===== src/rtl/ptw_pkg.sv =====
package ptw_pkg;
    localparam int VA_W       = 40;
    localparam int PA_W       = 40;
    localparam int WORD_W     = 64;
    localparam int NARROW_W   = 32;
    localparam int PG4K_LOG2  = 12;
    localparam int ROOT_W     = PA_W - PG4K_LOG2;
    localparam int CAT_HI     = 39;
    localparam int CAT_LO     = 30;
    localparam int DIR_HI     = 29;
    localparam int DIR_LO     = 21;
    localparam int PT_TOP     = DIR_LO;
    localparam int CAT_ESZ    = 2;
    localparam int WIDE_ESZ   = 3;
    localparam int MIN_ALIGN  = 4;
    localparam int LOG2_W     = 5;
    localparam int CODE_W     = 3;
    localparam int ATTR_W     = 4;
    localparam int FAULT_W    = 3;
    localparam int NUM_SIZES  = 6;

    // catalogue entry fields
    localparam int CE_VALID   = 0;
    localparam int CE_PEND    = 1;
    localparam int CE_BASE_LO = 4;
    localparam int CE_BASE_HI = 31;
    // directory entry fields
    localparam int DE_VALID   = 0;
    localparam int DE_CODE_LO = 1;
    localparam int DE_CODE_HI = 3;
    localparam int DE_BASE_LO = 4;
    localparam int DE_BASE_HI = 39;
    localparam int DE_PEND    = 40;
    // page-table entry fields
    localparam int TE_VALID   = 0;
    localparam int TE_RO      = 1;
    localparam int TE_CC      = 2;
    localparam int TE_BYP     = 3;
    localparam int TE_PEND    = 4;
    localparam int TE_PROT    = 5;

    typedef enum logic [FAULT_W-1:0] {
        FLT_NONE = 3'd0,
        FLT_CAT  = 3'd1,
        FLT_DIR  = 3'd2,
        FLT_TBL  = 3'd3,
        FLT_SIZE = 3'd4,
        FLT_PERM = 3'd5
    } fault_e;

    typedef enum logic [1:0] {
        LVL_CAT = 2'd0,
        LVL_DIR = 2'd1,
        LVL_TBL = 2'd2
    } level_e;

    typedef enum logic [2:0] {
        S_IDLE     = 3'd0,
        S_CAT_REQ  = 3'd1,
        S_CAT_WAIT = 3'd2,
        S_DIR_REQ  = 3'd3,
        S_DIR_WAIT = 3'd4,
        S_TBL_REQ  = 3'd5,
        S_TBL_WAIT = 3'd6,
        S_DONE     = 3'd7
    } state_e;

    // size code to log2 of page bytes; illegal codes give 0
    function automatic logic [LOG2_W-1:0] code_to_log2(input logic [CODE_W-1:0] code);
        logic [LOG2_W-1:0] r;
        if (code < CODE_W'(NUM_SIZES - 1))
            r = LOG2_W'(PG4K_LOG2 + 2 * int'(code));
        else if (code == CODE_W'(NUM_SIZES - 1))
            r = LOG2_W'(PT_TOP);
        else
            r = '0;
        return r;
    endfunction
endpackage


===== src/rtl/ptw_size_decode.sv =====
module ptw_size_decode
    import ptw_pkg::*;
#(
    parameter int ADDR_W = PA_W
) (
    input  logic [CODE_W-1:0] code_i,
    output logic              legal_o,
    output logic [LOG2_W-1:0] log2_o,
    output logic [ADDR_W-1:0] page_mask_o,
    output logic [ADDR_W-1:0] tbl_mask_o
);
    int align;

    always_comb begin
        log2_o  = code_to_log2(code_i);
        legal_o = (code_i < CODE_W'(NUM_SIZES));
        align   = PT_TOP + WIDE_ESZ - int'(log2_o);
        if (align < MIN_ALIGN)
            align = MIN_ALIGN;
    end

    for (genvar i = 0; i < ADDR_W; i++) begin : g_mask
        assign page_mask_o[i] = (i < int'(log2_o));
        assign tbl_mask_o[i]  = (i < align);
    end
endmodule


===== src/rtl/ptw_entry_eval.sv =====
module ptw_entry_eval
    import ptw_pkg::*;
(
    input  level_e            level_i,
    input  logic [WORD_W-1:0] data_i,
    input  logic              is_write_i,
    input  logic              size_legal_i,
    output fault_e            fault_o,
    output logic [ATTR_W-1:0] attr_o
);
    logic unused_bits;
    assign unused_bits = ^{data_i[WORD_W-1:DE_PEND+1], data_i[DE_PEND-1:TE_PROT+1]};

    always_comb begin
        fault_o = FLT_NONE;
        unique case (level_i)
            LVL_CAT: begin
                if (!data_i[CE_VALID] || data_i[CE_PEND])
                    fault_o = FLT_CAT;
            end
            LVL_DIR: begin
                if (!data_i[DE_VALID] || data_i[DE_PEND])
                    fault_o = FLT_DIR;
                else if (!size_legal_i)
                    fault_o = FLT_SIZE;
            end
            LVL_TBL: begin
                if (!data_i[TE_VALID] || data_i[TE_PEND])
                    fault_o = FLT_TBL;
                else if (is_write_i && data_i[TE_RO])
                    fault_o = FLT_PERM;
            end
            default: fault_o = FLT_NONE;
        endcase
        attr_o = {data_i[TE_PROT], data_i[TE_BYP], data_i[TE_CC], data_i[TE_RO]};
    end
endmodule


===== src/rtl/ptw_walker.sv =====
module ptw_walker
    import ptw_pkg::*;
(
    input  logic                clk,
    input  logic                rst_n,
    input  logic [ROOT_W-1:0]   root_base,
    input  logic                req_valid,
    output logic                req_ready,
    input  logic [VA_W-1:0]     req_vaddr,
    input  logic                req_write,
    output logic                mem_req_valid,
    output logic [PA_W-1:0]     mem_req_addr,
    output logic                mem_req_wide,
    input  logic                mem_rsp_valid,
    input  logic [WORD_W-1:0]   mem_rsp_data,
    output logic                rsp_valid,
    output logic [PA_W-1:0]     rsp_paddr,
    output logic [ATTR_W-1:0]   rsp_attr,
    output logic [FAULT_W-1:0]  rsp_fault
);
    state_e              state, state_nx;
    logic [VA_W-1:0]     vaddr_q;
    logic                write_q;
    logic [ROOT_W-1:0]   dir_base_q;
    logic [PA_W-1:0]     tbl_base_q;
    logic [CODE_W-1:0]   code_q;
    logic [PA_W-1:0]     paddr_q;
    logic [ATTR_W-1:0]   attr_q;
    fault_e              fault_q;

    logic [CODE_W-1:0]   size_code;
    logic                size_legal;
    logic [LOG2_W-1:0]   size_log2;
    logic [PA_W-1:0]     page_mask;
    logic [PA_W-1:0]     tbl_mask;
    logic [PA_W-1:0]     pt_off;
    level_e              level;
    fault_e              ent_fault;
    logic [ATTR_W-1:0]   ent_attr;

    // size code comes from the live response while the directory entry returns
    assign size_code = (state == S_DIR_WAIT) ? mem_rsp_data[DE_CODE_HI:DE_CODE_LO] : code_q;

    ptw_size_decode #(.ADDR_W(PA_W)) u_size (
        .code_i      (size_code),
        .legal_o     (size_legal),
        .log2_o      (size_log2),
        .page_mask_o (page_mask),
        .tbl_mask_o  (tbl_mask)
    );

    always_comb begin
        unique case (state)
            S_CAT_WAIT: level = LVL_CAT;
            S_DIR_WAIT: level = LVL_DIR;
            default:    level = LVL_TBL;
        endcase
    end

    ptw_entry_eval u_eval (
        .level_i      (level),
        .data_i       (mem_rsp_data),
        .is_write_i   (write_q),
        .size_legal_i (size_legal),
        .fault_o      (ent_fault),
        .attr_o       (ent_attr)
    );

    assign pt_off = PA_W'({vaddr_q[PT_TOP-1:0] >> size_log2, {WIDE_ESZ{1'b0}}});

    // state register
    always_ff @(posedge clk or negedge rst_n) begin
        if (!rst_n)
            state <= S_IDLE;
        else
            state <= state_nx;
    end

    // next-state logic
    always_comb begin
        state_nx = state;
        unique case (state)
            S_IDLE:     if (req_valid) state_nx = S_CAT_REQ;
            S_CAT_REQ:  state_nx = S_CAT_WAIT;
            S_CAT_WAIT: if (mem_rsp_valid)
                            state_nx = (ent_fault != FLT_NONE) ? S_DONE : S_DIR_REQ;
            S_DIR_REQ:  state_nx = S_DIR_WAIT;
            S_DIR_WAIT: if (mem_rsp_valid)
                            state_nx = (ent_fault != FLT_NONE) ? S_DONE : S_TBL_REQ;
            S_TBL_REQ:  state_nx = S_TBL_WAIT;
            S_TBL_WAIT: if (mem_rsp_valid) state_nx = S_DONE;
            S_DONE:     state_nx = S_IDLE;
        endcase
    end

    // walk datapath
    always_ff @(posedge clk or negedge rst_n) begin
        if (!rst_n) begin
            vaddr_q    <= '0;
            write_q    <= 1'b0;
            dir_base_q <= '0;
            tbl_base_q <= '0;
            code_q     <= '0;
            paddr_q    <= '0;
            attr_q     <= '0;
            fault_q    <= FLT_NONE;
        end else begin
            unique case (state)
                S_IDLE: if (req_valid) begin
                    vaddr_q <= req_vaddr;
                    write_q <= req_write;
                    paddr_q <= '0;
                    attr_q  <= '0;
                    fault_q <= FLT_NONE;
                end
                S_CAT_WAIT: if (mem_rsp_valid) begin
                    if (ent_fault != FLT_NONE)
                        fault_q <= ent_fault;
                    else
                        dir_base_q <= mem_rsp_data[CE_BASE_HI:CE_BASE_LO];
                end
                S_DIR_WAIT: if (mem_rsp_valid) begin
                    if (ent_fault != FLT_NONE) begin
                        fault_q <= ent_fault;
                    end else begin
                        code_q     <= mem_rsp_data[DE_CODE_HI:DE_CODE_LO];
                        tbl_base_q <= {mem_rsp_data[DE_BASE_HI:DE_BASE_LO], {DE_BASE_LO{1'b0}}};
                    end
                end
                S_TBL_WAIT: if (mem_rsp_valid) begin
                    if (ent_fault != FLT_NONE) begin
                        fault_q <= ent_fault;
                    end else begin
                        paddr_q <= (mem_rsp_data[PA_W-1:0] & ~page_mask) | (vaddr_q[PA_W-1:0] & page_mask);
                        attr_q  <= ent_attr;
                    end
                end
                default: ;
            endcase
        end
    end

    // outputs
    always_comb begin
        req_ready     = (state == S_IDLE);
        rsp_valid     = (state == S_DONE);
        rsp_paddr     = paddr_q;
        rsp_attr      = attr_q;
        rsp_fault     = fault_q;
        mem_req_valid = 1'b0;
        mem_req_wide  = 1'b0;
        mem_req_addr  = '0;
        unique case (state)
            S_CAT_REQ: begin
                mem_req_valid = 1'b1;
                mem_req_addr  = {root_base, vaddr_q[CAT_HI:CAT_LO], {CAT_ESZ{1'b0}}};
            end
            S_DIR_REQ: begin
                mem_req_valid = 1'b1;
                mem_req_wide  = 1'b1;
                mem_req_addr  = {dir_base_q, vaddr_q[DIR_HI:DIR_LO], {WIDE_ESZ{1'b0}}};
            end
            S_TBL_REQ: begin
                mem_req_valid = 1'b1;
                mem_req_wide  = 1'b1;
                mem_req_addr  = (tbl_base_q & ~tbl_mask) | pt_off;
            end
            default: ;
        endcase
    end
endmodule


===== config.mk =====
export PLATFORM = sky130hd
export DESIGN_NAME = ptw_walker
export DESIGN_NICKNAME = d
export VERILOG_FILES = /design/src/rtl/ptw_pkg.sv /design/src/rtl/ptw_size_decode.sv /design/src/rtl/ptw_entry_eval.sv /design/src/rtl/ptw_walker.sv
export SDC_FILE = /design/constraint.sdc
export NUM_CORES = 1
export LEC_CHECK = 0
export BUFFER_PORTS_ARGS = -buffer_cell sky130_fd_sc_hd__buf_2
export CORE_MARGIN = 1
export CORE_UTILIZATION = 41
export CTS_CLUSTER_DIAMETER = 60
export DETAILED_ROUTE_END_ITERATION = 8
export SYNTH_ARGS = -nofsm -noshare
export SYNTH_HDL_FRONTEND = slang
export SYNTH_SLANG_ARGS = --single-unit

===== constraint.sdc =====
create_clock -name clk -period 4.4 [get_ports clk]
set_input_delay 0.22 -clock clk [delete_from_list [all_inputs] [get_ports clk]]
set_output_delay 0.22 -clock clk [all_outputs]
set_load 0.01 [all_outputs]

==> reports/qor.csv <==
stage,metric,value,unit
global_routing,antenna_found_initial,1,
route,drc,1,
placed_design,dpl_cell_area,9830,sq um
die,die_y,147,um
global_routing,first_global_vias,7334,
die,die_area,21500,sq um
hold_path,hold_path.class,primary input to flip-flop,
critical_path,start_kind,flip-flop,
cells_and_area,final_nets,1149,
critical_path,reg2reg_to,tbl_base_q[16]$_DFFE_PN0P_,
critical_path,cp_max_fo,20,
cts,numClockSinks,158,
logic_synthesis,netlist_area,8580,sq um
sta,fin_crit_sh,97.0,%
cts,cts_tree,done,
critical_path,timing.rr.start,state[0]$_DFFE_PN0P_,
cts,cts_root_buf,clkbuf_16,
sta,finalSetupTns,0,ps
global_routing,grt_overflow,0,
route,vias,7487,
logic_synthesis,dominantRegCellSynth,dfrtp_1,
route,wl_per_cell,22.2,um
cells_and_area,drive_above_1_share,37.9,%
cts,path_clk_slew,70,ps
hold_path,holdPathEnd,vaddr_q[29]$_DFFE_PN0P_,
logic_synthesis,async_flop_share,100,%
die,start_util,42.1,%
sta,post-route-min-period,4270,ps
logic_synthesis,synth_warnings,0,
critical_path,worstPathRequired,4180,ps
critical_path,arrival,4050,ps
critical_path,ff2ff_path_depth,12,
placed_design,io_buffers,202,
sta,worst_slew_pin_slew,1070,ps
placed_design,gp_congestion,0.940,
critical_path,crit_slowest_cell,a211oi_1,
route,routed_wirelength,28600,um
logic_synthesis,yosys-top-cells-area,"dfrtp_1, mux2_2, mux2i_1",
cells_and_area,multiInputGateArea,4330,sq um
outcome,violations,design-rule violations,
cts,h-tree-depth,4,
critical_path,crit_top_cell,buf_4,
hold_path,whs_path_depth,3,
global_routing,grt_usage,27.1,%
critical_path,end_kind,output pin,
hold_path,min_from,req_vaddr[29],
route,ant_nets,0,
cts,clockBufferDepth,2,
die,io_pins,228,
placed_design,dp_cells,1255,
logic_synthesis,yosysMostFrequentCell,dfrtp_1,
route,drt-initial-drc-count,578,
power_and_ir_drop,p_per_area,811,nW/um^2
logic_synthesis,synth_common_cells,"dfrtp_1, nand2_1, mux2_2",
die,core,20400,sq um
cts,cts-buffers-inserted,17,
route,drt_first_pass_iters,9,
cells_and_area,instances_no_fill,1289,
cells_and_area,final_design_area_no_fill,10500,sq um
sta,drv_slew,0,
logic_synthesis,yosysTopAreaCellShare,46.1,%
critical_path,reg2reg_slack,590,ps
die,die_width,147,um
critical_path,cp_cell_sequence,nor3b_4 > buf_4 > nand2_1 > nand2_1 > ha_2 > buf_4 > nor2_1 > buf_4 > or2_4 > mux2i_1 > a211oi_1 > a221oi_1 > o211ai_1 > buf_2,
logic_synthesis,avgSynthCellArea,10.5,sq um
global_routing,grt_max_degree,89,
power_and_ir_drop,power_leakage,4.93,nW
logic_synthesis,synth_cell_types,68,
cells_and_area,regArea,3960,sq um
sta,hold_viol,0,
logic_synthesis,synth_cells,821,
cts,clock_latency,420,ps
outcome,status,"finished, violations left",
die,rows,52,
placed_design,place_hpwl,20200,um
critical_path,path_class,flip-flop to output pin,
critical_path,cp-startpoint,state[0]$_DFFE_PN0P_,
logic_synthesis,synth_edf_count,0,
flow_run,drv_cap,0,
sta,whs,15.1,ps
cells_and_area,final_core_util,51.5,%
logic_synthesis,ys_seq_elements,158,
sta,setup_viol,0,
global_routing,grt_pass1_wl,44100,um
logic_synthesis,yosysSeqAreaShare,46.1,%
sta,max_freq,234,MHz
sta,relSlewSlack,28.3,%
cells_and_area,fill_cells,1952,
logic_synthesis,yosys.area.top_type,dfrtp_1,
sta,skew,8.73,ps
route,routed_via_density,5.81,
cells_and_area,area_delta_synth_final,22.3,%
power_and_ir_drop,ir_drop,0.401,mV
critical_path,cpPeakStageDelay,540,ps
sta,rsz0062_at_grt,false,
-- how the worst max path moves through the flow --
stage                  endpoint  slack (ps)  depth (start not counted)
2_1_floorplan   mem_req_addr[9]         660                         13
3_3_place_gp   mem_req_addr[11]         510                         14
3_5_place_dp   mem_req_addr[11]         530                         14
4_1_cts        mem_req_addr[11]          40                         14
5_1_grt         mem_req_addr[6]          10                         14
6_report        mem_req_addr[6]         130                         14
-- through the flow --
step | setup slack (ps) | power (mW)
after global routing | 10.2 | 9.02
after global placement | 513 | 6.82
after CTS | 43.6 | 8.44
after detailed placement | 528 | 6.85
after floorplan | 662 | 5.38
final | 133 | 8.51
-- critical path: cells and delay by family, from the launching register on --
| kind | cells | cell delay [ps] |
|---|---|---|
| compound gates | 3 | 870 |
| fa+ha+maj | 1 | 360 |
| buf+inv | 4 | 770 |
| flops | 1 | 480 |
| mux | 1 | 160 |
| simple gates | 5 | 950 |
-- metal layers --
layer | part of all wire, % | global-route usage (%) | vias up
li1 | - | - | 3363
met1 | 46 | 38.7 | 3748
met2 | 44 | 40.1 | 314
met3 | 5.6 | 4.16 | 62
met4 | 3.8 | 12.7 | 0
met5 | 0 | 0 | -
-- cells by family (layout without fill, tap and decap cells) --
group,count (synthesis),count (layout),synth area share (%)
XOR/XNOR,2,2,0.204
AO/OA/AOI/OAI,188,188,15.2
flip-flops,158,158,46.1
other,1,3,0.0437
AND/OR/NAND/NOR,220,220,11.5
multiplexers,173,174,22.0
adder cells (fa/ha/maj),6,6,0.875
buffers and inverters,73,268,4.11
-- registers in the layout, indices dropped and copies added (netlist names) --
register,cells
code_q,3
vaddr_q,40
dir_base_q,28
tbl_base_q,36
rsp_attr,4
rsp_fault,3
rsp_paddr,40
state,3
write_q,1
-- what timing repair did --
action	in CTS	in global routing
setup endpoints to repair	0	5
hold endpoints to repair	86	0
setup buffers	0	0
hold buffers	1	0
resized for setup	0	5
-- where the power goes --
group / switching (mW) / total (mW) / internal [mW]
clock: 0.612 / 1.57 / 0.955
combinational: 2.56 / 4.32 / 1.76
sequential: 0.532 / 2.63 / 2.09
total: 3.70 / 8.51 / 4.81
-- area by class of cell --
class	count	area share, %
multi-input combinational	592	41.3
sequential	158	37.7
timing repair buffer	225	11.5
clock buffer	23	4.65
tap	270	3.22
clock inverter	8	1.23
inverter	12	0.429
antenna	1	0.0238
-- layout by cell type, fill, tap and decap left out, drive strengths merged, types with 7 or more instances in the layout --
master,count
a211oi,7
a21oi,34
a222oi,10
a22oi,11
buf,224
clkbuf,23
dfrtp,158
inv,14
mux2,115
mux2i,59
nand2,113
nand3,14
nor2,55
nor3,12
o211ai,8
o21ai,45
o31ai,33
Note: power is estimated with default switching activity, not from simulation.
